<file path="config.mk">
export PLATFORM = sky130hd
export DESIGN_NAME = lvd_guard
export DESIGN_NICKNAME = d
export VERILOG_FILES = /design/src/rtl/lvd_pkg.sv /design/src/rtl/lvd_sync.sv /design/src/rtl/lvd_sample_timer.sv /design/src/rtl/lvd_regs.sv /design/src/rtl/lvd_guard.sv
export SDC_FILE = /design/constraint.sdc
export NUM_CORES = 1
export LEC_CHECK = 0
export BUFFER_PORTS_ARGS = -buffer_cell sky130_fd_sc_hd__buf_2
export CAP_MARGIN = 20
export CORE_MARGIN = 2
export CORE_UTILIZATION = 30
export CTS_CLUSTER_DIAMETER = 30
export DETAILED_ROUTE_END_ITERATION = 6
export PLACE_DENSITY_LB_ADDON = 0.12
export SLEW_MARGIN = 10
export SYNTH_ARGS = -nofsm -noshare
export SYNTH_HDL_FRONTEND = slang
export SYNTH_SLANG_ARGS = --single-unit
</file>
<file path="constraint.sdc">
create_clock -name clk -period 2.15 [get_ports clk]
set_input_delay 0.1075 -clock clk [delete_from_list [all_inputs] [get_ports clk]]
set_output_delay 0.1075 -clock clk [all_outputs]
set_load 0.005 [all_outputs]
</file>
<file path="src/rtl/lvd_pkg.sv">
package lvd_pkg;
  localparam int DW    = 16;
  localparam int AW    = 2;
  localparam int IVL_W = 2;
  localparam int MOD_W = 2;
  localparam int KEY_W = 4;
  localparam int THR_W = 5;

  localparam logic [AW-1:0] A_CTRL = 2'd0;
  localparam logic [AW-1:0] A_CLKC = 2'd1;
  localparam logic [AW-1:0] A_STAT = 2'd2;
  localparam logic [AW-1:0] A_IE   = 2'd3;

  localparam logic [KEY_W-1:0] ARM_KEY = 4'hA;

  typedef struct packed {
    logic [KEY_W-1:0] key;
    logic             rsv;
    logic [THR_W-1:0] thr;
    logic [IVL_W-1:0] ivl;
    logic [MOD_W-1:0] mode;
    logic             ext;
    logic             en;
  } ctrl_t;

  typedef struct packed {
    logic [9:0] rsv;
    logic [1:0] src;
    logic [2:0] div;
    logic       dbg;
  } clkc_t;

  localparam clkc_t CLKC_INIT = '{rsv: '0, src: '0, div: '0, dbg: 1'b1};
endpackage

</file>
<file path="src/rtl/lvd_sync.sv">
module lvd_sync #(
  parameter int STAGES = 2
) (
  input  logic clk,
  input  logic rst_n,
  input  logic d_i,
  output logic q_o
);
  logic [STAGES-1:0] sh_q, sh_d;

  always_comb begin
    sh_d = {sh_q[STAGES-2:0], d_i};
  end

  always_ff @(posedge clk or negedge rst_n) begin
    if (!rst_n) sh_q <= '0;
    else        sh_q <= sh_d;
  end

  assign q_o = sh_q[STAGES-1];
endmodule

</file>
<file path="src/rtl/lvd_sample_timer.sv">
module lvd_sample_timer #(
  parameter int BASE_SHIFT = 2,
  parameter int IVL_W      = lvd_pkg::IVL_W
) (
  input  logic             clk,
  input  logic             rst_n,
  input  logic             intermittent_i,
  input  logic [IVL_W-1:0] ivl_i,
  output logic             pulse_o
);
  localparam int CNT_W = BASE_SHIFT + (1 << IVL_W) - 1;

  logic [CNT_W-1:0] cnt_q, cnt_d, mask;

  always_comb begin
    for (int i = 0; i < CNT_W; i++) begin
      mask[i] = (i < (BASE_SHIFT + int'(ivl_i)));
    end
  end

  always_comb begin
    cnt_d = intermittent_i ? cnt_q + CNT_W'(1) : '0;
  end

  always_ff @(posedge clk or negedge rst_n) begin
    if (!rst_n) cnt_q <= '0;
    else        cnt_q <= cnt_d;
  end

  assign pulse_o = !intermittent_i || ((cnt_q & mask) == mask);

  // with period of at least two clocks, intermittent pulses never repeat back to back
  assert_pulse_isolated_R10: assert property (@(posedge clk) disable iff (!rst_n)
    (intermittent_i && pulse_o) |=> (!intermittent_i || !pulse_o));
endmodule

</file>
<file path="src/rtl/lvd_regs.sv">
module lvd_regs
  import lvd_pkg::*;
(
  input  logic          clk,
  input  logic          rst_n,
  input  logic          wr_en_i,
  input  logic [AW-1:0] wr_addr_i,
  input  logic [DW-1:0] wr_data_i,
  input  logic [AW-1:0] rd_addr_i,
  output logic [DW-1:0] rd_data_o,
  input  logic          det_sync_i,
  input  logic          sample_i,
  output ctrl_t         ctrl_o,
  output logic          det_o,
  output logic          flag_o,
  output logic          ie_o,
  output logic          rst_o
);
  ctrl_t ctrl_q, ctrl_d;
  clkc_t clkc_q, clkc_d;
  logic  ie_q, ie_d;
  logic  flag_q, flag_d;
  logic  det_q, det_d;
  logic  rst_q, rst_d;
  logic  wr_ok, set_ev, clr_ev, key_ok;

  always_comb begin
    wr_ok  = wr_en_i && !rst_q;
    set_ev = ctrl_q.en && sample_i && det_sync_i;
    clr_ev = wr_ok && (wr_addr_i == A_STAT) && wr_data_i[0];
    key_ok = (ctrl_q.key == ARM_KEY);

    det_d = 1'b0;
    if (ctrl_q.en) det_d = sample_i ? det_sync_i : det_q;

    rst_d  = key_ok && ctrl_q.en && det_d;
    flag_d = set_ev || (flag_q && !clr_ev);

    ctrl_d = ctrl_q;
    if (wr_ok && (wr_addr_i == A_CTRL)) ctrl_d = ctrl_t'(wr_data_i);
    ctrl_d.rsv = 1'b0;

    clkc_d = clkc_q;
    if (wr_ok && (wr_addr_i == A_CLKC)) clkc_d = clkc_t'(wr_data_i);
    clkc_d.rsv = '0;

    ie_d = ie_q;
    if (wr_ok && (wr_addr_i == A_IE)) ie_d = wr_data_i[0];

    if (rst_d) begin
      ctrl_d.mode = '0;
      ctrl_d.ivl  = '0;
      clkc_d      = CLKC_INIT;
      ie_d        = 1'b0;
    end
  end

  always_ff @(posedge clk or negedge rst_n) begin
    if (!rst_n) begin
      ctrl_q <= '0;
      clkc_q <= CLKC_INIT;
      ie_q   <= 1'b0;
      flag_q <= 1'b0;
      det_q  <= 1'b0;
      rst_q  <= 1'b0;
    end else begin
      ctrl_q <= ctrl_d;
      clkc_q <= clkc_d;
      ie_q   <= ie_d;
      flag_q <= flag_d;
      det_q  <= det_d;
      rst_q  <= rst_d;
    end
  end

  always_comb begin
    unique case (rd_addr_i)
      A_CTRL:  rd_data_o = ctrl_q;
      A_CLKC:  rd_data_o = clkc_q;
      A_STAT:  rd_data_o = {{(DW-2){1'b0}}, det_q, flag_q};
      default: rd_data_o = {{(DW-1){1'b0}}, ie_q};
    endcase
  end

  assign ctrl_o = ctrl_q;
  assign det_o  = det_q;
  assign flag_o = flag_q;
  assign ie_o   = ie_q;
  assign rst_o  = rst_q;

  assert_flag_sticky_R3: assert property (@(posedge clk) disable iff (!rst_n)
    (flag_q && !(wr_en_i && wr_addr_i == A_STAT && wr_data_i[0])) |=> flag_q);
  assert_set_wins_R5: assert property (@(posedge clk) disable iff (!rst_n)
    (ctrl_q.en && sample_i && det_sync_i) |=> flag_q);
  assert_key_armed_R7: assert property (@(posedge clk) disable iff (!rst_n)
    rst_q |-> (ctrl_q.key == ARM_KEY && ctrl_q.en));
  assert_rise_with_flag_R8: assert property (@(posedge clk) disable iff (!rst_n)
    $rose(rst_q) |-> flag_q);
  assert_forced_fields_R9: assert property (@(posedge clk) disable iff (!rst_n)
    rst_q |-> (ctrl_q.mode == '0 && ctrl_q.ivl == '0 && !ie_q && clkc_q == CLKC_INIT));
  assert_writes_ignored_R11: assert property (@(posedge clk) disable iff (!rst_n)
    rst_q |=> ($stable(ctrl_q.key) && $stable(ctrl_q.thr) && $stable(ctrl_q.ext)));
  assert_release_normal_R12: assert property (@(posedge clk) disable iff (!rst_n)
    $fell(rst_q) |-> !det_q);
endmodule

</file>
<file path="src/rtl/lvd_guard.sv">
module lvd_guard
  import lvd_pkg::*;
#(
  parameter int SYNC_STAGES = 2,
  parameter int BASE_SHIFT  = 2
) (
  input  logic          clk,
  input  logic          rst_n,
  input  logic          cmp_int_i,
  input  logic          cmp_ext_i,
  input  logic          wr_en_i,
  input  logic [AW-1:0] wr_addr_i,
  input  logic [DW-1:0] wr_data_i,
  input  logic [AW-1:0] rd_addr_i,
  output logic [DW-1:0] rd_data_o,
  output logic          irq_o,
  output logic          rst_req_o,
  output logic          det_o
);
  ctrl_t ctrl;
  logic  cmp_sel, det_sync, sample, flag, ie;

  assign cmp_sel = ctrl.ext ? cmp_ext_i : cmp_int_i;

  lvd_sync #(.STAGES(SYNC_STAGES)) u_sync (
    .clk   (clk),
    .rst_n (rst_n),
    .d_i   (cmp_sel),
    .q_o   (det_sync)
  );

  lvd_sample_timer #(.BASE_SHIFT(BASE_SHIFT), .IVL_W(IVL_W)) u_timer (
    .clk            (clk),
    .rst_n          (rst_n),
    .intermittent_i (ctrl.mode != '0),
    .ivl_i          (ctrl.ivl),
    .pulse_o        (sample)
  );

  lvd_regs u_regs (
    .clk        (clk),
    .rst_n      (rst_n),
    .wr_en_i    (wr_en_i),
    .wr_addr_i  (wr_addr_i),
    .wr_data_i  (wr_data_i),
    .rd_addr_i  (rd_addr_i),
    .rd_data_o  (rd_data_o),
    .det_sync_i (det_sync),
    .sample_i   (sample),
    .ctrl_o     (ctrl),
    .det_o      (det_o),
    .flag_o     (flag),
    .ie_o       (ie),
    .rst_o      (rst_req_o)
  );

  assign irq_o = flag && ie;
endmodule

</file>
# Word level (Yosys, flattened, before mapping)
# Cells that the tools add are included.
totals:
  ff_bits: 32
  elab_cells: 64
  in_bits: 25
  output_inout_bits: 19
classes:
  eq_ne: 7
  n_lt_le_gt_ge: 5
  n_bitwise: 1
  mux: 11
  n_reduce_logical: 23
  addsub: 2
op_table:
  columns: ["cell", "count"]
  rows:
  - ["3-bit by 32-bit less-than comparator with 1-bit output (first input constant)", 2]
  - ["16-bit case mux with 3 select lines", 1]
  - ["2-bit by 32-bit less-than comparator with 1-bit output (first input constant)", 1]
  - ["4-bit by 32-bit less-than comparator with 1-bit output (first input constant)", 1]
  - ["6-bit two-way mux", 3]
  - ["1-bit logical AND", 12]
  - ["2-bit nonzero test", 4]
  - ["2-bit equality test (second input constant)", 3]
  - ["5-bit by 1-bit adder with 5-bit output (second input constant)", 1]
  - ["5-bit bitwise AND", 1]
  - ["5-bit equality test", 1]
  - ["1-bit two-way mux", 5]
  - ["5-bit two-way mux", 1]
  - ["2-bit by 1-bit equality test with 1-bit output (second input constant)", 2]
  - ["4-bit equality test (second input constant)", 1]
  - ["2-bit logical NOT", 2]
  - ["4-bit two-way mux", 1]
  - ["2-bit by 2-bit adder with 3-bit output (first input constant)", 1]
  - ["1-bit logical NOT", 3]
  - ["1-bit by 3-bit less-than comparator with 1-bit output (first input constant)", 1]
  - ["1-bit logical OR", 2]

# Depth between registers and ports, before layout
logic_depth:
  depth_word: 9
  mapped_depth: 6
  mapped_depth_nobuf: 5

# By module
# Synthesis repeated with hierarchy kept, for this count alone.
unflattened:
  cells_unflattened: 124
  hier_area_um2: 1536.5
modules_own_cells:
  columns: ["module", "cells_per_inst", "area_each_um2", "seq_area_each_um2", "n_inst"]
  rows:
  - ["lvd_regs", 98, 1221.2, 626.9, 1]
  - ["lvd_sample_timer", 21, 237.7, 125.1, 1]
  - ["lvd_sync", 2, 50.0, 50.0, 1]
  - ["lvd_guard", 3, 27.5, 0.0, 1]

# Worst setup path before layout
# No wires, ideal clock.
synth_timing:
  path_type: "reg2reg"
  start: "register u_regs.rst_q, in the netlist u_regs.rst_o"
  end: "register u_regs.ctrl_q, in the netlist u_regs.ctrl_o[0]"
  t_required_ps: 2025
  t_arrival_ps: 1421
  synth_period_minus_slack_ps: 1546
  n_path_buf: 1
  setup_time_ps: 125
  path_slack_ps: 604
  path_stages_with_launch: 5
  path_cell_list: "dfrtp_1 nor2b_4 nor3b_2 buf_6 mux2_2"
synth_via:
  elab_chain_len: 3
synth_rtl:
  columns: ["element", "line_no", "rtl"]
  rows:
  - ["start, declared", "lvd_regs.sv:24", "logic rst_q, rst_d;"]
  - ["start signal, assigned", "lvd_regs.sv:72", "rst_q <= rst_d;"]
  - ["1-bit logical NOT", "lvd_regs.sv:28", "wr_ok = wr_en_i && !rst_q;"]
  - ["1-bit logical AND", "lvd_regs.sv:28", null]
  - ["1-bit logical AND", "lvd_regs.sv:40", "if (wr_ok && (wr_addr_i == A_CTRL)) ctrl_d = ctrl_t'(wr_data_i);"]
  - ["end signal, assigned", "lvd_regs.sv:67", "ctrl_q <= ctrl_d;"]
  - ["end, declared", "lvd_regs.sv:19", "ctrl_t ctrl_q, ctrl_d;"]
# Every way passes these cells.
# A chain may end at the register's enable or synchronous reset.

# Worst setup path after layout
layout_timing:
  start: "register u_regs.ctrl_q, in the netlist u_regs.ctrl_o[12]"
  end: "register u_regs.ctrl_q, in the netlist u_regs.ctrl_o[2]"
layout_via:
  elab_chain_len: 4
  word_cells_on_any_way: 5
  cone_classes: "eq/ne (1); mux (1); reduce/logical (3)"
layout_rtl:
  columns: ["element", "line_no", "rtl"]
  rows:
  - ["4-bit equality test *", "lvd_regs.sv:31", "key_ok = (ctrl_q.key == ARM_KEY);"]
  - ["1-bit logical AND * (2 in a row)", "lvd_regs.sv:36", "rst_d = key_ok && ctrl_q.en && det_d;"]
  - ["4-bit two-way mux or 2-bit nonzero test (tied branches)", null, null]
# Every way passes the cells marked *; elsewhere a longest branch is shown, timed or not.

==> results.yml <==
cts:
  cts_inserted_buffers: 5
  cts-root-buf: "clkbuf_8"
  clk_transition_reported_paths_ps: 70
  cts_tree: "done"
  cts_resized: 0
  cts_sinks: 32
  hold_buffers: 1
  cts_htree_levels: 2
  post_cts_buffers: 0
  cts_max_path_buffers: 2
  clk-insertion-delay-late_ps: 280
final_layout:
  layout-drive-gt1-share_pct: 40.23
  nNetsFinal: 199
  mostFrequentLayoutCells: "buf_2, dfrtp_1, nor2_1"
  n_antenna_cell: 0
  area_delta_synth_final_pct: 25.39
  final_common_cell: "buf_2"
  stdcell_count: 241
critical_path:
  critPathSlowestCell: "nor4bb_1"
  crit_arrival_ps: 1840
  cpPeakStageDelay_ps: 430
  startpoint: "u_regs.ctrl_o[12]"
  critPathBufInv: 1
  crit_required_ps: 2320
  worstReg2RegStart: "u_regs.ctrl_o[12]"
  cp-start-kind: "flip-flop"
  critical_path_class: "reg -> reg"
  cp_max_fo: 8
  r2r_slack_ps: 470
  worstPathCellList: "nor4bb_1 > nand3_1 > mux2i_2 > buf_4 > nor2_1"
  critPathTopFamily: "simple AND/OR/NAND/NOR gates"
  cp-end-kind: "flip-flop"
power:
  totalPowerFinal_uw: 1754
  vdd_drop_max_uv: 320.9
  power.leakage_uw: 0.0009114
  p_per_area_nw_per_um2: 924.7
sta:
  layout_worst_path_cycle_share_pct: 77.95
  tns_ps: 0
  finalWorstSetupSlack_ps: 474.0
  slew_violations: 0
  hold_violations: 0
  skew_ps: 6.605
  fmax_mhz: 596.6
  grt_setup_unrepaired: "false"
  slew-limit-headroom_pct: 52.79
  tightest_slew_ps: 708.1
  period_minus_slack_ps: 1676
  setup_violations: 0
detailed_routing:
  antenna_left: 0
  drc_errors: 0
  routedWlPerCell_um: 12.82
  drt-total-wl_um: 3089
  drt-initial-drc-count: 31
  via_per_inst: 4.444
  drtPass1Iterations: 3
  detailroute.via_count: 1071
global_route:
  grt_max_degree: 33
  grt_pass1_vias: 1094
  grt_overflow: 0
  grt_usage_pct: 12.53
  grt_pass1_wl_um: 5112
  antenna_found_initial: 0
floorplanning:
  die_x_um: 75.01
  dieArea_um2: 5627
  boundaryPins: 44
  start_util_pct: 31.61
  rows: 25
  die_y_um: 75.01
  core_region_area_um2: 4786
logic_synthesis:
  syn_avg_cell_area_um2: 12.01
  syn_inst: 126
  yosys_warnings: 0
  synth-main-ff-cell: "dfrtp_1"
  ys_ff_latch: 32
  synthArstFlopShare_pct: 100.0
  synth-seq-area-share_pct: 53.02
  synthesis.area_um2: 1513
  synth_edf_count: 0
  synth.distinct_cells: 30
  synth_nets: 152
job:
  max-cap-violations: 0
placement:
  dpl.hpwl_um: 2278
  port_buffers: 41
  pre_cts_slack_ps: 482.4
  numPlacedInstances: 232
  place_congestion: 0.7254
min_path:
  hold_path.class: "in -> reg"
  min-delay-start: "wr_data_i[7]"
outcome:
  status: "finished, final reports clean"
## report_power, final
group	internal [µW]	total, µW	switching (µW)
combinational	224	401	177
sequential	751	852	102
clock	292	501	209
total	1270	1750	488
## flip-flops by register name, indices dropped and copies added, names as in the netlist
register and cells:
u_regs.flag_o 1, u_regs.clkc_q 6, u_regs.ctrl_o 15, u_timer.cnt_q 5, u_regs.det_o 1, u_regs.rst_o 1, u_sync.sh_q 2, u_regs.ie_o 1
## per-layer routing
metal  up-vias  wire length (µm)  track usage (%)
li1        522                 -                -
met1       504              1466            15.30
met2        39              1373            20.37
met3         6               191            4.016
met4         0                57            5.357
met5         -                 0                0
## synthesized netlist by cell type (all sizes together), types with 2 or more instances
| cell | n | area, µm² |
|---|---|---|
| and2 | 10 | 62.56 |
| buf | 3 | 30.03 |
| clkbuf | 2 | 7.510 |
| dfrtp | 31 | 775.7 |
| mux2 | 12 | 135.1 |
| mux2i | 17 | 173.9 |
| nand2 | 3 | 11.26 |
| nand3 | 5 | 25.02 |
| nor2 | 21 | 81.33 |
| nor2b | 5 | 38.78 |
| o21ai | 2 | 10.00 |
| xor2 | 2 | 17.52 |
## stage by stage
step,area (µm²),util [%],hold slack (ps)
3_3_place_gp,1787,37.33,199.9
3_5_place_dp,1787,37.33,208.7
5_1_grt,1897,39.63,40.71
4_1_cts,1897,39.63,46.05
2_1_floorplan,1513,-,-188.1
6_report,1897,39.63,56.64
## kinds of logic after synthesis
| group | synth area share (%) |
|---|---|
| and+or+nand+nor | 17.04 |
| DFF | 53.02 |
| muxes | 21.92 |
| buffers and inverters | 2.730 |
| AOI/OAI and AO/OA | 2.481 |
| xor gates and xnor gates | 1.737 |
| adders and majority gates | 0.8270 |
| other | 0.2479 |
## cell type report
class                           count  area (µm²)
Clock buffer                        8       100.1
Fill cell                         492        2889
Inverter                            1       3.754
Multi-Input combinational cell     88       669.4
Sequential cell                    32       802.0
Tap cell                           67       83.83
Timing Repair Buffer               45       237.7
## worst paths after layout
kind	endpoint	depth (start not counted)
min	u_regs.ctrl_o[7]	2
min reg2reg	u_sync.sh_q[1]	0
min in group asynchronous	u_regs.ctrl_o[8]	2
max	u_regs.ctrl_o[2]	5
max reg2reg	u_regs.ctrl_o[2]	5
max in group asynchronous	u_sync.sh_q[0]	2
Note: power is estimated with default switching activity, not from simulation.
